--- src/rtl/pwm_cmp_pkg.sv ---
`timescale 1ns/1ps
package pwm_cmp_pkg;
  localparam int ADDR_W = 3;
  localparam int NUM_CH = 2;
  localparam int CH_A   = 0;
  localparam int CH_B   = 1;

  // control bit positions
  localparam int CB_RUN = 0;
  localparam int CB_BUF = 1;
  localparam int CB_SWR = 2;
  localparam int CB_IE0 = 3;   // enables occupy CB_IE0 + channel

  typedef enum logic [ADDR_W-1:0] {
    REG_CMP_A = 3'd0,
    REG_CMP_B = 3'd1,
    REG_CTRL  = 3'd2,
    REG_FLAGS = 3'd3,
    REG_COUNT = 3'd4
  } reg_sel_e;
endpackage

--- src/rtl/pwm_cmp_regs.sv ---
`timescale 1ns/1ps
module pwm_cmp_regs
  import pwm_cmp_pkg::*;
#(
  parameter int W = 16
) (
  input  logic                         clk,
  input  logic                         rst,
  input  logic [ADDR_W-1:0]            addr,
  input  logic [W-1:0]                 wdata,
  input  logic                         we,
  input  logic [W-1:0]                 cnt_q,
  input  logic [NUM_CH-1:0]            evt,
  input  logic                         restart,
  output logic [NUM_CH-1:0][W-1:0]     live_q,
  output logic                         run_q,
  output logic [NUM_CH-1:0]            irq,
  output logic [W-1:0]                 rdata
);
  logic                        buf_en_q;
  logic [NUM_CH-1:0]           ie_q;
  logic [NUM_CH-1:0]           flag_q;
  logic [NUM_CH-1:0][W-1:0]    shadow_q;
  logic                        wr_ctrl, wr_flags;

  assign wr_ctrl  = we && (addr == REG_CTRL);
  assign wr_flags = we && (addr == REG_FLAGS);

  always_ff @(posedge clk) begin
    if (rst) begin
      run_q    <= 1'b0;
      buf_en_q <= 1'b0;
      ie_q     <= '0;
    end else if (wr_ctrl) begin
      run_q    <= wdata[CB_RUN];
      buf_en_q <= wdata[CB_BUF];
      ie_q     <= wdata[CB_IE0 +: NUM_CH];
    end
  end

  for (genvar ch = 0; ch < NUM_CH; ch++) begin : g_ch
    logic wr_cmp;
    assign wr_cmp = we && (addr == ADDR_W'(ch));

    always_ff @(posedge clk) begin
      if (rst) begin
        live_q[ch]   <= '0;
        shadow_q[ch] <= '0;
      end else begin
        if (wr_cmp && buf_en_q)
          shadow_q[ch] <= wdata;
        if (wr_cmp && !buf_en_q)
          live_q[ch] <= wdata;
        else if (restart && buf_en_q)
          live_q[ch] <= shadow_q[ch];
      end
    end

    always_ff @(posedge clk) begin
      if (rst)
        flag_q[ch] <= 1'b0;
      else if (evt[ch])
        flag_q[ch] <= 1'b1;
      else if (wr_flags && wdata[ch])
        flag_q[ch] <= 1'b0;
    end

    assign irq[ch] = flag_q[ch] & ie_q[ch];
  end

  logic [W-1:0] rd_next;
  always_comb begin
    rd_next = '0;
    case (addr)
      REG_CMP_A: rd_next = buf_en_q ? shadow_q[CH_A] : live_q[CH_A];
      REG_CMP_B: rd_next = buf_en_q ? shadow_q[CH_B] : live_q[CH_B];
      REG_CTRL: begin
        rd_next[CB_RUN]            = run_q;
        rd_next[CB_BUF]            = buf_en_q;
        rd_next[CB_IE0 +: NUM_CH]  = ie_q;
      end
      REG_FLAGS: rd_next[NUM_CH-1:0] = flag_q;
      REG_COUNT: rd_next = cnt_q;
      default:   rd_next = '0;
    endcase
  end

  always_ff @(posedge clk) begin
    if (rst) rdata <= '0;
    else     rdata <= rd_next;
  end
endmodule

--- src/rtl/pwm_cmp_counter.sv ---
`timescale 1ns/1ps
module pwm_cmp_counter
  import pwm_cmp_pkg::*;
#(
  parameter int W = 16
) (
  input  logic                     clk,
  input  logic                     rst,
  input  logic                     tick,
  input  logic                     swr,
  input  logic [NUM_CH-1:0][W-1:0] live,
  output logic [W-1:0]             cnt_q,
  output logic [NUM_CH-1:0]        evt,
  output logic                     wrap
);
  logic [NUM_CH-1:0] match;

  for (genvar ch = 0; ch < NUM_CH; ch++) begin : g_cmp
    assign match[ch] = (cnt_q == live[ch]);
    assign evt[ch]   = match[ch] & tick;
  end

  assign wrap = evt[CH_B];

  always_ff @(posedge clk) begin
    if (rst || swr)
      cnt_q <= '0;
    else if (tick)
      cnt_q <= match[CH_B] ? '0 : cnt_q + W'(1);
  end
endmodule

--- src/rtl/pwm_cmp_pin.sv ---
`timescale 1ns/1ps
module pwm_cmp_pin
  import pwm_cmp_pkg::*;
(
  input  logic              clk,
  input  logic              rst,
  input  logic              swr,
  input  logic [NUM_CH-1:0] evt,
  output logic              pin_q
);
  always_ff @(posedge clk) begin
    if (rst || swr)       pin_q <= 1'b0;
    else if (evt[CH_B])   pin_q <= 1'b0;
    else if (evt[CH_A])   pin_q <= 1'b1;
  end
endmodule

--- src/rtl/pwm_cmp_timer.sv ---
`timescale 1ns/1ps
module pwm_cmp_timer
  import pwm_cmp_pkg::*;
#(
  parameter int CNT_W = 16
) (
  input  logic              clk,
  input  logic              rst,
  input  logic [ADDR_W-1:0] bus_addr,
  input  logic [CNT_W-1:0]  bus_wdata,
  input  logic              bus_we,
  output logic [CNT_W-1:0]  bus_rdata,
  input  logic              cnt_en_i,
  input  logic              sw_rst_i,
  output logic              irq_a_o,
  output logic              irq_b_o,
  output logic              pwm_o
);
  logic [NUM_CH-1:0][CNT_W-1:0] live_q;
  logic [CNT_W-1:0]             cnt_q;
  logic [NUM_CH-1:0]            evt, irq;
  logic                         run_q, tick, swr, wrap;

  assign tick = run_q & cnt_en_i;
  assign swr  = sw_rst_i | (bus_we && (bus_addr == REG_CTRL) && bus_wdata[CB_SWR]);

  pwm_cmp_regs #(.W(CNT_W)) u_regs (
    .clk(clk), .rst(rst), .addr(bus_addr), .wdata(bus_wdata), .we(bus_we),
    .cnt_q(cnt_q), .evt(evt), .restart(swr | wrap),
    .live_q(live_q), .run_q(run_q), .irq(irq), .rdata(bus_rdata)
  );

  pwm_cmp_counter #(.W(CNT_W)) u_cnt (
    .clk(clk), .rst(rst), .tick(tick), .swr(swr), .live(live_q),
    .cnt_q(cnt_q), .evt(evt), .wrap(wrap)
  );

  pwm_cmp_pin u_pin (
    .clk(clk), .rst(rst), .swr(swr), .evt(evt), .pin_q(pwm_o)
  );

  assign irq_a_o = irq[CH_A];
  assign irq_b_o = irq[CH_B];
endmodule

--- config.mk ---
export PLATFORM = sky130hd
export DESIGN_NAME = pwm_cmp_timer
export DESIGN_NICKNAME = d
export VERILOG_FILES = /design/src/rtl/pwm_cmp_pkg.sv /design/src/rtl/pwm_cmp_regs.sv /design/src/rtl/pwm_cmp_counter.sv /design/src/rtl/pwm_cmp_pin.sv /design/src/rtl/pwm_cmp_timer.sv
export SDC_FILE = /design/constraint.sdc
export NUM_CORES = 1
export LEC_CHECK = 0
export BUFFER_PORTS_ARGS = -buffer_cell sky130_fd_sc_hd__buf_2
export CORE_UTILIZATION = 60
export CTS_CLUSTER_SIZE = 10
export DETAILED_ROUTE_END_ITERATION = 8
export GPL_TIMING_DRIVEN = 0
export PLACE_DENSITY = 0.78
export SLEW_MARGIN = 30
export SYNTH_ARGS = -nofsm -noshare
export SYNTH_HDL_FRONTEND = slang
export SYNTH_HIERARCHICAL = 1
export SYNTH_SLANG_ARGS = --single-unit
--- constraint.sdc ---
create_clock -name clk -period 4.55 [get_ports clk]
set_input_delay 0.91 -clock clk [delete_from_list [all_inputs] [get_ports clk]]
set_output_delay 0.91 -clock clk [all_outputs]
set_load 0.05 [all_outputs]
* Word level (Yosys, flattened, before mapping)
Index checks and enable logic that the tools add are counted.
** Word-level totals
- Bits in registers :: 103
- Latch bits :: 0
- RAM bits :: 0
- ROM bits :: 0
- Bits of input ports :: 24
- Output and inout port bits :: 19
- Logic and storage cells :: 61
- Memories :: 0
** Operators by class
- $add $sub $neg :: 1
- Multipliers :: 0
- Div/mod/pow operators :: 0
- Order comparisons :: 0
- Equal/unequal tests :: 6
- Shift-type cells :: 0
- Muxes and demuxes :: 15
- Bitwise operators :: 7
- Reduce and logical (&&, ||, !) cells :: 20
** Operators with widths (count)
- $mux W16 :: 7
- $pmux W11 S3 :: 1
- $eq A16 B16 Y1 :: 2
- $add A16 B1 Y16 const B :: 1
- $logic_and A1 B1 Y1 :: 12
- $pmux W2 S5 :: 1
- $pmux W2 S4 :: 1
- $reduce_bool A2 Y1 :: 4
- $eq A3 B2 Y1 const B :: 2
- $and A1 B1 Y1 :: 5
- $mux W1 :: 4
- $eq A3 B1 Y1 const B :: 1
- $eq A3 B3 Y1 const B :: 1
- $logic_not A3 Y1 :: 1
- $pmux W1 S3 :: 1
- $or A1 B1 Y1 :: 2
- $reduce_or A2 Y1 :: 1
- $logic_not A1 Y1 :: 1
- $logic_or A1 B1 Y1 :: 1

* Depth between registers and ports, before layout
Gate-level depths: netlist of the first run.
- Depth in word-level cells :: 8
- Mapped depth :: 12
- Depth with buffers taken out :: 9

* By module
The synthesis of the first run kept the hierarchy.
** Modules (own cells, without submodules)
- pwm_cmp_regs :: instances 1, cells each 487, area an instance 4088.9 µm², sequential area each 1721.7 µm²
- pwm_cmp_counter :: instances 1, cells each 131, area an instance 1107.3 µm², sequential area each 320.3 µm²
- pwm_cmp_timer :: instances 1, cells each 5, area an instance 50.0 µm², sequential area each 0.0 µm²
- pwm_cmp_pin :: instances 1, cells each 3, area an instance 36.3 µm², sequential area each 20.0 µm²

* Worst setup path before layout of the first run
Ideal clock, no wire load.
- Kind :: input port to flip-flop
- Start :: input cnt_en_i
- End :: register u_regs/live_q[24] (netlist name)
- Setup time :: 0.091 ns
- Data arrival time :: 2.536 ns
- Data required time :: 4.459 ns
- Slack :: 1.923 ns
- Stages :: 11
- Path buffers :: 3
- Cell sequence :: and2_1 > clkbuf_1 > nand2_1 > nor4_1 > nor2_1 > o21ai_1 > and2_1 > clkbuf_1 > buf_2 > nand2_1 > a311oi_1
** On the way
- Cells in the longest elaborated chain, start to end :: 5
** Ends and longest elaborated chain
- from (decl) :: line pwm_cmp_timer.sv:13 : input logic cnt_en_i,
- $and A1 B1 Y1 :: line pwm_cmp_timer.sv:24 : assign tick = run_q & cnt_en_i;
- $and A1 B1 Y1 :: line pwm_cmp_counter.sv:20 : assign evt[ch] = match[ch] & tick;
- net wrap :: line pwm_cmp_timer.sv:22 : logic run_q, tick, swr, wrap;
- $or A1 B1 Y1 :: line pwm_cmp_timer.sv:29 : .cnt_q(cnt_q), .evt(evt), .restart(swr | wrap),
- $logic_and A1 B1 Y1 :: line pwm_cmp_regs.sv:54 : else if (restart && buf_en_q)
- $reduce_bool A2 Y1 (no line)
- to (signal, indexed assignment) :: line pwm_cmp_regs.sv:53 : live_q[ch] <= wdata;
- to (signal, indexed assignment) :: line pwm_cmp_regs.sv:55 : live_q[ch] <= shadow_q[ch];
- to (decl) :: line pwm_cmp_regs.sv:15 : output logic [NUM_CH-1:0][W-1:0] live_q,
The timed path passes the listed nets, and every way through them passes these cells.
A chain may end at the register's enable or synchronous reset.

* Worst setup path in the final report of the first run
- Start :: register u_cnt.cnt_q[2]
- End :: register u_regs/live_q[15] (netlist name)
** On the way
- Cells in the longest elaborated chain, start to end :: 5
** Ends and longest elaborated chain
- from (decl) :: line pwm_cmp_counter.sv:12 : output logic [W-1:0] cnt_q,
- from (signal assigned) :: line pwm_cmp_counter.sv:29 : cnt_q <= match[CH_B] ? '0 : cnt_q + W'(1);
- $eq A16 B16 Y1 :: line pwm_cmp_counter.sv:19 : assign match[ch] = (cnt_q == live[ch]);
- $and A1 B1 Y1 :: line pwm_cmp_counter.sv:20
- net wrap :: line pwm_cmp_timer.sv:22
- $or A1 B1 Y1 :: line pwm_cmp_timer.sv:29
- $logic_and A1 B1 Y1 :: line pwm_cmp_regs.sv:54
- $reduce_bool A2 Y1 (no line)
The timed path passes the listed nets, and every way through them passes these cells.

==> results of run 1 <==
[routing by layer]
metal  wire length, microns  GRT usage [%]
met1                   6540           48.7
met2                   7070           56.5
met3                   1650           6.48
met4                    404           13.6
met5                      0              0
[flip-flops by register name, indices dropped and copies added (netlist names)]
signal,cells
u_regs/buf_en_q,1
u_regs/flag_q,2
u_cnt/cnt_q,16
u_regs/live_q,32
u_regs/rdata,16
u_regs/ie_q,2
u_regs/run_q,1
u_pin/pin_q,1
u_regs/shadow_q,32
[critical path, delay by kind of cell (launching register included)]
family | cells | cell delay [ps]
and+or+nand+nor | 6 | 1540
buffers and inverters | 3 | 830
AOI/OAI and AO/OA | 2 | 420
DFF | 1 | 350
xor gates and xnor gates | 1 | 160
[placed cells by master, fill, tap and decap left out, types with 27 or more instances in the layout]
cell type / count
sky130_fd_sc_hd__dfxtp_1: 103
sky130_fd_sc_hd__nand2_1: 75
sky130_fd_sc_hd__buf_2: 63
sky130_fd_sc_hd__a21oi_1: 54
sky130_fd_sc_hd__nand3_1: 38
sky130_fd_sc_hd__mux2i_1: 36
sky130_fd_sc_hd__clkbuf_1: 33
sky130_fd_sc_hd__nor3_1: 31
sky130_fd_sc_hd__o21ai_0: 31
sky130_fd_sc_hd__nor2_1: 30
sky130_fd_sc_hd__xnor2_1: 29
sky130_fd_sc_hd__a311oi_1: 27
[how the worst max path moves through the flow]
| stage | to | slack (ps) | cells after the start |
|---|---|---|---|
| CTS | u_regs/live_q[15]$_SDFFE_PP0P_ | 1350 | 12 |
| floorplan | u_regs/live_q[24]$_SDFFE_PP0P_ | 1920 | 11 |
| global route | u_regs/live_q[10]$_SDFFE_PP0P_ | 1050 | 12 |
| global placement | u_regs/live_q[7]$_SDFFE_PP0P_ | 1330 | 12 |
| finish | u_regs/live_q[15]$_SDFFE_PP0P_ | 1170 | 12 |
| detailed placement | u_regs/live_q[2]$_SDFFE_PP0P_ | 1270 | 12 |
[final cells by class]
cell class / count / area share, %
multi-input combinational: 455 / 49.5
sequential: 103 / 35.5
timing repair buffer: 42 / 3.62
clock inverter: 6 / 1.08
buffer: 65 / 5.71
clock buffer: 9 / 2.13
tap: 105 / 2.26
inverter: 3 / 0.194
[metrics by stage]
stage	hold WS, ps	total power [mW]	worst slack [ps]	area (sq um)
after floorplan	429	1.04	1920	5280
after global placement	438	1.09	1330	5620
after detailed placement	443	1.10	1270	5620
after CTS	473	1.65	1350	5810
after global routing	481	1.70	1050	5810
final	465	1.65	1170	5810
[cells by family (layout without fill, tap and decap cells)]
group / count (synthesis) / count (layout) / synth area share [%]
compound gates: 149 / 149 / 18.6
xor+xnor: 47 / 47 / 7.79
fa+ha+maj: 1 / 1 / 0.237
buf+inv: 68 / 125 / 6.49
flops: 103 / 103 / 39.0
mux: 37 / 37 / 7.03
simple gates: 221 / 221 / 20.8
[report_power, final]
group,switching [mW],internal (mW)
Clock,0.356,0.213
Combinational,0.103,0.0542
Sequential,0.0126,0.913
==> results_tabular.tex, run 1 <==
\begin{tabular}{lr}
\hline
Metric & Value \\
\hline
\multicolumn{2}{l}{\textbf{Run status}} \\
Result of the run & completed \\
\multicolumn{2}{l}{\textbf{Routing}} \\
Average wire per cell in the routed design & 19.9 microns \\
Drt first-iter violations & about 650 \\
Final wirelength & 15700 microns \\
Drt pass-1 iters & 5 \\
Number of nets with antenna violations after routing & 0 \\
Via total after detailed routing & 5036 \\
Post-DR vias/cell & 6.39 \\
Drc violations & 0 \\
\multicolumn{2}{l}{\textbf{Pwr}} \\
Total power divided by cell area & approximately 280 nW/um\^{}2 \\
Lkg Pwr & approximately 1.9 nW \\
Worst VDD drop & $\sim$0.19 mV \\
\multicolumn{2}{l}{\textbf{STA}} \\
Ratio of final minimum period to clock period & 74.2\% \\
Achievable Freq & 296 MHz \\
Pins over their slew limit & 0 \\
Worst setup skew after layout & 15.9 ps \\
Setup total negative slack & 0 ps \\
Max-slew headroom & 41.4\% \\
Transition time of the tightest slew-check pin & 871 ps \\
Post-layout minimum cycle time & 3380 ps \\
Fin. Hold Viols & 0 \\
Setup repair after global routing missed its margin & false \\
Setup-failing EPs final & 0 \\
\multicolumn{2}{l}{\textbf{Logic synthesis}} \\
Post-synthesis cell type with the largest combined area & sky130\_fd\_sc\_hd\_\_dfxtp\_1 \\
Nets in the synthesized netlist & 651 \\
Largest cells by area after synthesis & sky130\_fd\_sc\_hd\_\_dfxtp\_1 39\%, sky130\_fd\_sc\_hd\_\_mux2i\_1 6.8\%, sky130\_fd\_sc\_hd\_\_nand2\_1 5.3\% \\
Post-synth ARST share & 0\% \\
Top cell types by occurrence after synthesis & 103 x sky130\_fd\_sc\_hd\_\_dfxtp\_1, 75 x sky130\_fd\_sc\_hd\_\_nand2\_1, 54 x sky130\_fd\_sc\_hd\_\_a21oi\_1 \\
Synthesis Warnings & 6 \\
Netlist area before placement & about 5300 sq um \\
Leading cell type by number of instances after synthesis & sky130\_fd\_sc\_hd\_\_dfxtp\_1 \\
Primary FF master, synth & sky130\_fd\_sc\_hd\_\_dfxtp\_1 \\
Number of enable-type register cells in the synthesized netlist & 0 \\
Register bit count reported by yosys & 103 \\
Count of distinct cell types in the synthesized netlist & 55 \\
Post-synthesis sequential area ratio & 39.0\% \\
Syn avg cell area & approximately 8.4 sq um \\
Cell count after synthesis & 626 \\
Area share of the largest cell type after synthesis & 39.0\% \\
\multicolumn{2}{l}{\textbf{Setup path}} \\
Worst setup path startpoint & u\_cnt/cnt\_q[2]\$\_SDFFE\_PP0P\_ \\
Launching point of the worst reg2reg path & u\_cnt/cnt\_q[2]\$\_SDFFE\_PP0P\_ \\
CP max stage cell & sky130\_fd\_sc\_hd\_\_nor4\_1 \\
Worst reg-to-reg path cell count & 12 \\
Worst r2r dst & u\_regs/live\_q[15]\$\_SDFFE\_PP0P\_ \\
Crit Path Class & reg2reg \\
Arrival time at the worst endpoint & about 3700 ps \\
Cell chain of the critical path & clkbuf\_1 > xor2\_1 > nor4\_1 > nand2\_1 > nor4\_1 > nor2\_1 > o21ai\_1 > and2\_1 > clkbuf\_1 > buf\_2 > nand2\_1 > a311oi\_1 \\
Worst Path Max Fanout & 10 \\
Capturing element type of the critical path & register \\
Crit path required time & 4840 ps \\
CP peak stage delay & 570 ps \\
Reg-to-reg setup timing slack & roughly 1200 ps \\
Critical Path Start Type & register \\
\multicolumn{2}{l}{\textbf{Layout}} \\
Multi-input logic area & 2880 sq um \\
Fill cell count & about 700 \\
Area occupied by registers & 2060 sq um \\
Number of antenna diodes & 0 \\
Fraction of final layout cells with drive strength greater than 1 & between 10\% and 20\% \\
Number of standard cells in the final layout excluding fillers & 788 \\
Area Overhead vs Synth & 10.0\% \\
Fin nets & 704 \\
Post-Route Utilization & around 70\% \\
\multicolumn{2}{l}{\textbf{Place}} \\
Count of placed standard cells including taps & 773 \\
Detailed Place HPWL & 11900 microns \\
Port buffer count & 42 \\
Final Wtd Congestion & $\sim$0.95 \\
\multicolumn{2}{l}{\textbf{CTS}} \\
Max H-tree Level & 3 \\
TritonCTS clock tree & yes \\
Number of buffers inserted for hold repair after clock tree synthesis & 0 \\
Clk root buf & sky130\_fd\_sc\_hd\_\_clkbuf\_8 \\
Clock net sink count & around 100 \\
Post\_cts resized & 0 \\
Maximum number of buffers from clock root to sink & 2 \\
Clock-pin slew on the worst setup and hold paths & 110 ps \\
Clock latency on the worst-skew pair & 380 ps \\
Inserted Clock Buffers & 9 \\
Post-CTS setup buffer count & 0 \\
\multicolumn{2}{l}{\textbf{Floorplan}} \\
Die Span X & 95.8 microns \\
Die area & 9180 sq um \\
\# rows & 33 \\
Boundary Pins & 43 \\
Area of the core & 8380 sq um \\
Die Height & around 96 microns \\
Effective utilization at floorplan & 63.0\% \\
\multicolumn{2}{l}{\textbf{Worst hold path}} \\
WHS Endpoint & u\_regs/rdata[11]\$\_SDFF\_PP0\_ \\
Min-Delay Path Class & reg2reg \\
Worst hold stages & 2 \\
Start point of the worst min-delay path & u\_cnt/cnt\_q[11]\$\_SDFFE\_PP0P\_ \\
\multicolumn{2}{l}{\textbf{Global route}} \\
Via count of the first global-routing pass & roughly 4600 \\
Global-route wire length before repair & 24400 microns \\
Number of antenna violations at the first check in global routing & 0 \\
Largest net degree at the start of global routing & 20 \\
All-Layer GR Usage & 35.8\% \\
Overflow after GRT & 0 \\
\multicolumn{2}{l}{\textbf{Run}} \\
Max\_cap viols & 0 \\
\hline
\end{tabular}
(Power assumes the default switching activity.)
==> run 2, diff against run 1 <==
clock period = 3.2 ns   (was 4.55 ns; I/O delays follow)
==> results_tabular.tex, run 2 (synthesized netlist as in run 1, its figures left out) <==
\begin{tabular}{lr}
\hline
Metric & Value \\
\hline
\multicolumn{2}{l}{\textbf{CTS}} \\
TritonCTS clock tree & yes \\
Clk root buf & sky130\_fd\_sc\_hd\_\_clkbuf\_8 \\
Post-CTS setup buffer count & 0 \\
Number of buffers inserted for hold repair after clock tree synthesis & 0 \\
Clock-pin slew on the worst setup and hold paths & 110 ps \\
Max H-tree Level & 3 \\
Clock latency on the worst-skew pair & 380 ps \\
Maximum number of buffers from clock root to sink & 2 \\
Clock net sink count & 103 \\
Inserted Clock Buffers & 9 \\
\multicolumn{2}{l}{\textbf{Place}} \\
Final Wtd Congestion & 0.951 \\
Detailed Place HPWL & 11900 microns \\
Cell area reported after detailed placement & around 5600 sq um \\
Port buffer count & 42 \\
Count of placed standard cells including taps & about 770 \\
\multicolumn{2}{l}{\textbf{STA}} \\
Worst setup skew after layout & 12.9 ps \\
Setup-failing EPs final & 0 \\
Setup total negative slack & 0 ps \\
Setup repair after global routing missed its margin & false \\
Achievable Freq & 342 MHz \\
Transition time of the tightest slew-check pin & 882 ps \\
Ratio of final minimum period to clock period & 91.5\% \\
Max-slew headroom & 40.7\% \\
Pins over their slew limit & 0 \\
Post-layout minimum cycle time & 2930 ps \\
Hold slack final & 450 ps \\
Fin. Hold Viols & 0 \\
\multicolumn{2}{l}{\textbf{Setup path}} \\
Critical Path Start Type & register \\
Cell family contributing the most delay on the critical path & simple AND/OR/NAND/NOR gates \\
CP peak stage delay & 570 ps \\
CP max stage cell & sky130\_fd\_sc\_hd\_\_dfxtp\_1 \\
Worst reg-to-reg path cell count & 11 \\
Cell chain of the critical path & xor2\_1 > nor4\_2 > nand2\_1 > nor4\_2 > nor2\_1 > o21ai\_1 > and2\_1 > clkbuf\_1 > buf\_2 > nand2\_1 > a311oi\_1 \\
Reg-to-reg setup timing slack & 270 ps \\
Crit path required time & 3490 ps \\
Crit Path Class & reg2reg \\
Critical path buffers and inverters & 2 \\
Capturing element type of the critical path & register \\
Arrival time at the worst endpoint & 3220 ps \\
Launching point of the worst reg2reg path & u\_cnt/cnt\_q[2]\$\_SDFFE\_PP0P\_ \\
Worst r2r dst & u\_regs/live\_q[15]\$\_SDFFE\_PP0P\_ \\
Worst Path Max Fanout & 10 \\
\multicolumn{2}{l}{\textbf{Floorplan}} \\
Die Height & 95.8 microns \\
Die Span X & approximately 96 microns \\
Die area & 9180 sq um \\
\# rows & 33 \\
Effective utilization at floorplan & around 63\% \\
Area of the core & 8380 sq um \\
Boundary Pins & 43 \\
\multicolumn{2}{l}{\textbf{Layout}} \\
Fill cell count & slightly above 700 \\
Fin area & 5820 sq um \\
Fraction of final layout cells with drive strength greater than 1 & 15.1\% \\
Fin nets & 703 \\
Area Overhead vs Synth & 10.2\% \\
Top library cells by usage in the layout, fill and taps aside & 103 x sky130\_fd\_sc\_hd\_\_dfxtp\_1, 75 x sky130\_fd\_sc\_hd\_\_nand2\_1, 63 x sky130\_fd\_sc\_hd\_\_buf\_2 \\
Most frequent standard cell in the layout excluding fill and tap cells & sky130\_fd\_sc\_hd\_\_dfxtp\_1 \\
Number of antenna diodes & 0 \\
Number of standard cells in the final layout excluding fillers & around 790 \\
Registers with the highest flip-flop counts & u\_regs/live\_q: 32 flops, u\_regs/shadow\_q: 32 flops \\
\multicolumn{2}{l}{\textbf{Global route}} \\
All-Layer GR Usage & between 30\% and 40\% \\
Via count of the first global-routing pass & 4583 \\
Number of antenna violations at the first check in global routing & 0 \\
Overflow after GRT & 0 \\
Global-route wire length before repair & 24400 microns \\
Largest net degree at the start of global routing & 20 \\
\multicolumn{2}{l}{\textbf{Pwr}} \\
Final Total Pwr & 2.35 mW \\
Total power divided by cell area & 403 nW/um\^{}2 \\
Lkg Pwr & 1.91 nW \\
Worst VDD drop & 0.276 mV \\
\multicolumn{2}{l}{\textbf{Worst hold path}} \\
Start point of the worst min-delay path & rst \\
Worst hold stages & 2 \\
WHS Endpoint & u\_pin/pin\_q\$\_SDFFE\_PP0P\_ \\
Min-Delay Path Class & in2reg \\
\multicolumn{2}{l}{\textbf{Run status}} \\
Result of the run & completed \\
\multicolumn{2}{l}{\textbf{Routing}} \\
Drt first-iter violations & 627 \\
Via total after detailed routing & a little over 5000 \\
Number of nets with antenna violations after routing & 0 \\
Average wire per cell in the routed design & 19.9 microns \\
Final wirelength & 15700 microns \\
Drt pass-1 iters & 6 \\
Drc violations & 0 \\
Post-DR vias/cell & 6.42 \\
\multicolumn{2}{l}{\textbf{Run}} \\
Max\_cap viols & 0 \\
\hline
\end{tabular}
## run 2: changes by cell type in the layout (fill, tap and decap cells not counted), sizes merged
cell and delta:
clkbuf -1
## run 2: worst max-delay path by stage
stage / start / endpoint / slack (ps) / cells past startpoint
floorplan: cnt_en_i / u_regs/live_q[24]$_SDFFE_PP0P_ / 840 / 11
detailed placement: u_cnt/cnt_q[2]$_SDFFE_PP0P_ / u_regs/live_q[2]$_SDFFE_PP0P_ / 110 / 12
CTS: u_cnt/cnt_q[2]$_SDFFE_PP0P_ / u_regs/live_q[15]$_SDFFE_PP0P_ / 0.7 / 12
global route: u_cnt/cnt_q[2]$_SDFFE_PP0P_ / u_regs/live_q[10]$_SDFFE_PP0P_ / 110 / 11
finish: u_cnt/cnt_q[2]$_SDFFE_PP0P_ / u_regs/live_q[15]$_SDFFE_PP0P_ / 270 / 11
global placement: u_cnt/cnt_q[2]$_SDFFE_PP0P_ / u_regs/live_q[7]$_SDFFE_PP0P_ / 210 / 12
## run 2: report_power, final
part	leakage (nW)	switching [mW]	total (mW)	internal, mW
clock	0.0958	0.502	0.805	0.302
sequential	0.832	0.0178	1.32	1.30
combinational	0.979	0.149	0.226	0.0777
total	1.91	0.669	2.35	1.68
## run 2: area by class of cell
cell class / instances / area, sq um / area share (%)
plain buffers: 64 / 328 / 5.63
clock buffers: 9 / 124 / 2.13
multi-input cells: 455 / 2890 / 49.7
repair buffers: 42 / 210 / 3.61
flip-flops and latches: 103 / 2060 / 35.4
well taps: 105 / 131 / 2.26
inverters: 3 / 11.3 / 0.194
clock inverters: 6 / 62.6 / 1.08
## run 2: layer usage
metal / vias to the layer above / routed length [microns] / GRT usage (%)
met5: - / 0 / 0
met4: 0 / 421 / 13.6
met3: 48 / 1650 / 6.48
met2: 317 / 7040 / 56.5
met1: 2346 / 6550 / 48.7
li1: 2340 / - / -
## run 2: timing repair
| action | 4_1_cts | 5_1_grt |
|---|---|---|
| hold endpoints to repair | 0 | 0 |
| resized for setup | 0 | 2 |
| endpoints found under the setup margin | 0 | 30 |
## run 2: stage by stage
stage               utilization, %  worst slack (ps)
finish                        69.4               273
global placement              67.1               213
CTS                           69.3             0.682
floorplan                        -               843
detailed placement            67.1               114
global route                  69.4               106
==> run 3, diff against run 2 <==
GPL_TIMING_DRIVEN = 1   (was 0)
==> results_tabular.tex, run 3 (synthesized netlist as in run 1, its figures left out) <==
\begin{tabular}{lr}
\hline
Metric & Value \\
\hline
\multicolumn{2}{l}{\textbf{Floorplan}} \\
Effective utilization at floorplan & 63.0\% \\
Boundary Pins & 43 \\
\# rows & 33 \\
Die Height & roughly 96 microns \\
Area of the core & 8380 sq um \\
Die Span X & 95.8 microns \\
Die area & 9180 sq um \\
\multicolumn{2}{l}{\textbf{Place}} \\
Cell area reported after detailed placement & 5420 sq um \\
Count of placed standard cells including taps & 724 \\
Detailed Place HPWL & 9980 microns \\
Port buffer count & 42 \\
Final Wtd Congestion & 0.860 \\
Worst setup slack before clock tree synthesis & 490 ps \\
\multicolumn{2}{l}{\textbf{Layout}} \\
Fraction of final layout cells with drive strength greater than 1 & 14.2\% \\
Post-Route Utilization & 67.2\% \\
Area Overhead vs Synth & 6.61\% \\
Number of standard cells in the final layout excluding fillers & 740 \\
Top library cells by usage in the layout, fill and taps aside & 102 x sky130\_fd\_sc\_hd\_\_dfxtp\_1, 75 x sky130\_fd\_sc\_hd\_\_nand2\_1, 54 x sky130\_fd\_sc\_hd\_\_a21oi\_1 \\
Number of antenna diodes & 0 \\
Most frequent standard cell in the layout excluding fill and tap cells & sky130\_fd\_sc\_hd\_\_dfxtp\_1 \\
Registers with the highest flip-flop counts & u\_regs/live\_q: 32 flops, u\_regs/shadow\_q: 32 flops \\
Fin area & 5630 sq um \\
Fin nets & between 600 and 700 \\
\multicolumn{2}{l}{\textbf{Pwr}} \\
Clock network fraction of total power & 36.4\% \\
Switching Share & 25.6\% \\
Worst VDD drop & roughly 0.25 mV \\
Logic pwr share & 8.5\% \\
Reg power frac & a little under three fifths \\
Total power divided by cell area & 424 nW/um\^{}2 \\
Net switching power & 0.612 mW \\
Lkg Pwr & about 1.8 nW \\
Internal & between 1.5 and 2 mW \\
\multicolumn{2}{l}{\textbf{CTS}} \\
Clock net sink count & 103 \\
TritonCTS clock tree & yes \\
Clk root buf & sky130\_fd\_sc\_hd\_\_clkbuf\_8 \\
Post-CTS setup buffer count & 0 \\
Post\_cts resized & 0 \\
Clock latency on the worst-skew pair & 370 ps \\
Number of buffers inserted for hold repair after clock tree synthesis & 0 \\
Max H-tree Level & 3 \\
Maximum number of buffers from clock root to sink & 2 \\
Clock-pin slew on the worst setup and hold paths & 100 ps \\
Inserted Clock Buffers & 9 \\
\multicolumn{2}{l}{\textbf{STA}} \\
Setup repair after global routing missed its margin & false \\
Post-layout minimum cycle time & around 2800 ps \\
Ratio of final minimum period to clock period & 86.5\% \\
Pins over their slew limit & 0 \\
Setup-failing EPs final & 0 \\
Transition time of the tightest slew-check pin & 922 ps \\
Worst setup skew after layout & 10.9 ps \\
Max-slew headroom & 38.3\% \\
Achievable Freq & 361 MHz \\
Setup total negative slack & 0 ps \\
Final worst-path setup slack & 431 ps \\
Fin. Hold Viols & 0 \\
\multicolumn{2}{l}{\textbf{Routing}} \\
Via total after detailed routing & 4843 \\
Drt first-iter violations & 480 \\
Post-DR vias/cell & 6.54 \\
Number of nets with antenna violations after routing & 0 \\
Average wire per cell in the routed design & 19.6 microns \\
Drt pass-1 iters & 5 \\
Final wirelength & 14500 microns \\
Drc violations & 0 \\
\multicolumn{2}{l}{\textbf{Run}} \\
Max\_cap viols & 0 \\
\multicolumn{2}{l}{\textbf{Setup path}} \\
Arrival time at the worst endpoint & 3040 ps \\
Capturing element type of the critical path & register \\
Worst Path Max Fanout & 32 \\
Reg-to-reg setup timing slack & 430 ps \\
Critical Path Start Type & register \\
Crit Path Class & reg2reg \\
Crit path required time & 3470 ps \\
\multicolumn{2}{l}{\textbf{Worst hold path}} \\
Min-Delay Path Class & reg2reg \\
\multicolumn{2}{l}{\textbf{Global route}} \\
All-Layer GR Usage & 33.3\% \\
Via count of the first global-routing pass & approximately 4400 \\
Overflow after GRT & 0 \\
Largest net degree at the start of global routing & 53 \\
Global-route wire length before repair & 22900 microns \\
Number of antenna violations at the first check in global routing & 0 \\
\multicolumn{2}{l}{\textbf{Run status}} \\
Result of the run & completed \\
\hline
\end{tabular}
run 3: worst paths after layout:
kind	start	endpoint	depth (start not counted)
worst min register to register	u_regs/shadow_q[28]$_SDFFE_PP0P_	u_regs/shadow_q[28]$_SDFFE_PP0P_	2
worst max-delay path	u_cnt/cnt_q[4]$_SDFFE_PP0P_	u_regs/live_q[26]$_SDFFE_PP0P_	11
worst max register to register	u_cnt/cnt_q[4]$_SDFFE_PP0P_	u_regs/live_q[26]$_SDFFE_PP0P_	11
worst min-delay path	u_regs/shadow_q[28]$_SDFFE_PP0P_	u_regs/shadow_q[28]$_SDFFE_PP0P_	2
run 3: layout make-up:
class	instances	area, sq um
Multi-Input combinational cell	455	2880
Fill cell	703	2750
Inverter	3	11.3
Sequential cell	103	2060
Clock buffer	11	151
Tap cell	105	131
Clock inverter	5	63.8
Timing Repair Buffer	58	330
run 3: metrics by stage:
stage	hold WS, ps	total power, mW
after floorplan	429	1.48
after global placement	482	1.54
after global routing	528	2.46
after CTS	503	2.40
after detailed placement	490	1.54
final	506	2.39
run 3: power by group through the flow:
stage                     Combinational, mW  Clock (mW)  Sequential [mW]
after floorplan                       0.139           0             1.34
after global placement                0.195           0             1.34
after detailed placement              0.198           0             1.34
after CTS                             0.199       0.883             1.31
after global routing                  0.218       0.921             1.32
final                                 0.203       0.868             1.31
run 3: per-layer routing:
metal / track usage (%) / up-vias / share of wire [%]
met5: 0 / - / 0
met4: 13.9 / 0 / 2.4
met3: 8.61 / 31 / 11
met2: 49.4 / 268 / 45
met1: 45.8 / 2306 / 42
li1: - / 2238 / -
run 3: critical path, cell delays in order, from the launching register on:
cell,delay (ps)
sky130_fd_sc_hd__dfxtp_1,550
sky130_fd_sc_hd__xor2_1,120
sky130_fd_sc_hd__nor4_1,350
sky130_fd_sc_hd__nand2_1,170
sky130_fd_sc_hd__nor4_1,310
sky130_fd_sc_hd__buf_4,180
sky130_fd_sc_hd__nor2_1,40
sky130_fd_sc_hd__o21ai_1,80
sky130_fd_sc_hd__and2_1,140
sky130_fd_sc_hd__buf_4,340
sky130_fd_sc_hd__nand2_1,100
sky130_fd_sc_hd__a311oi_1,280
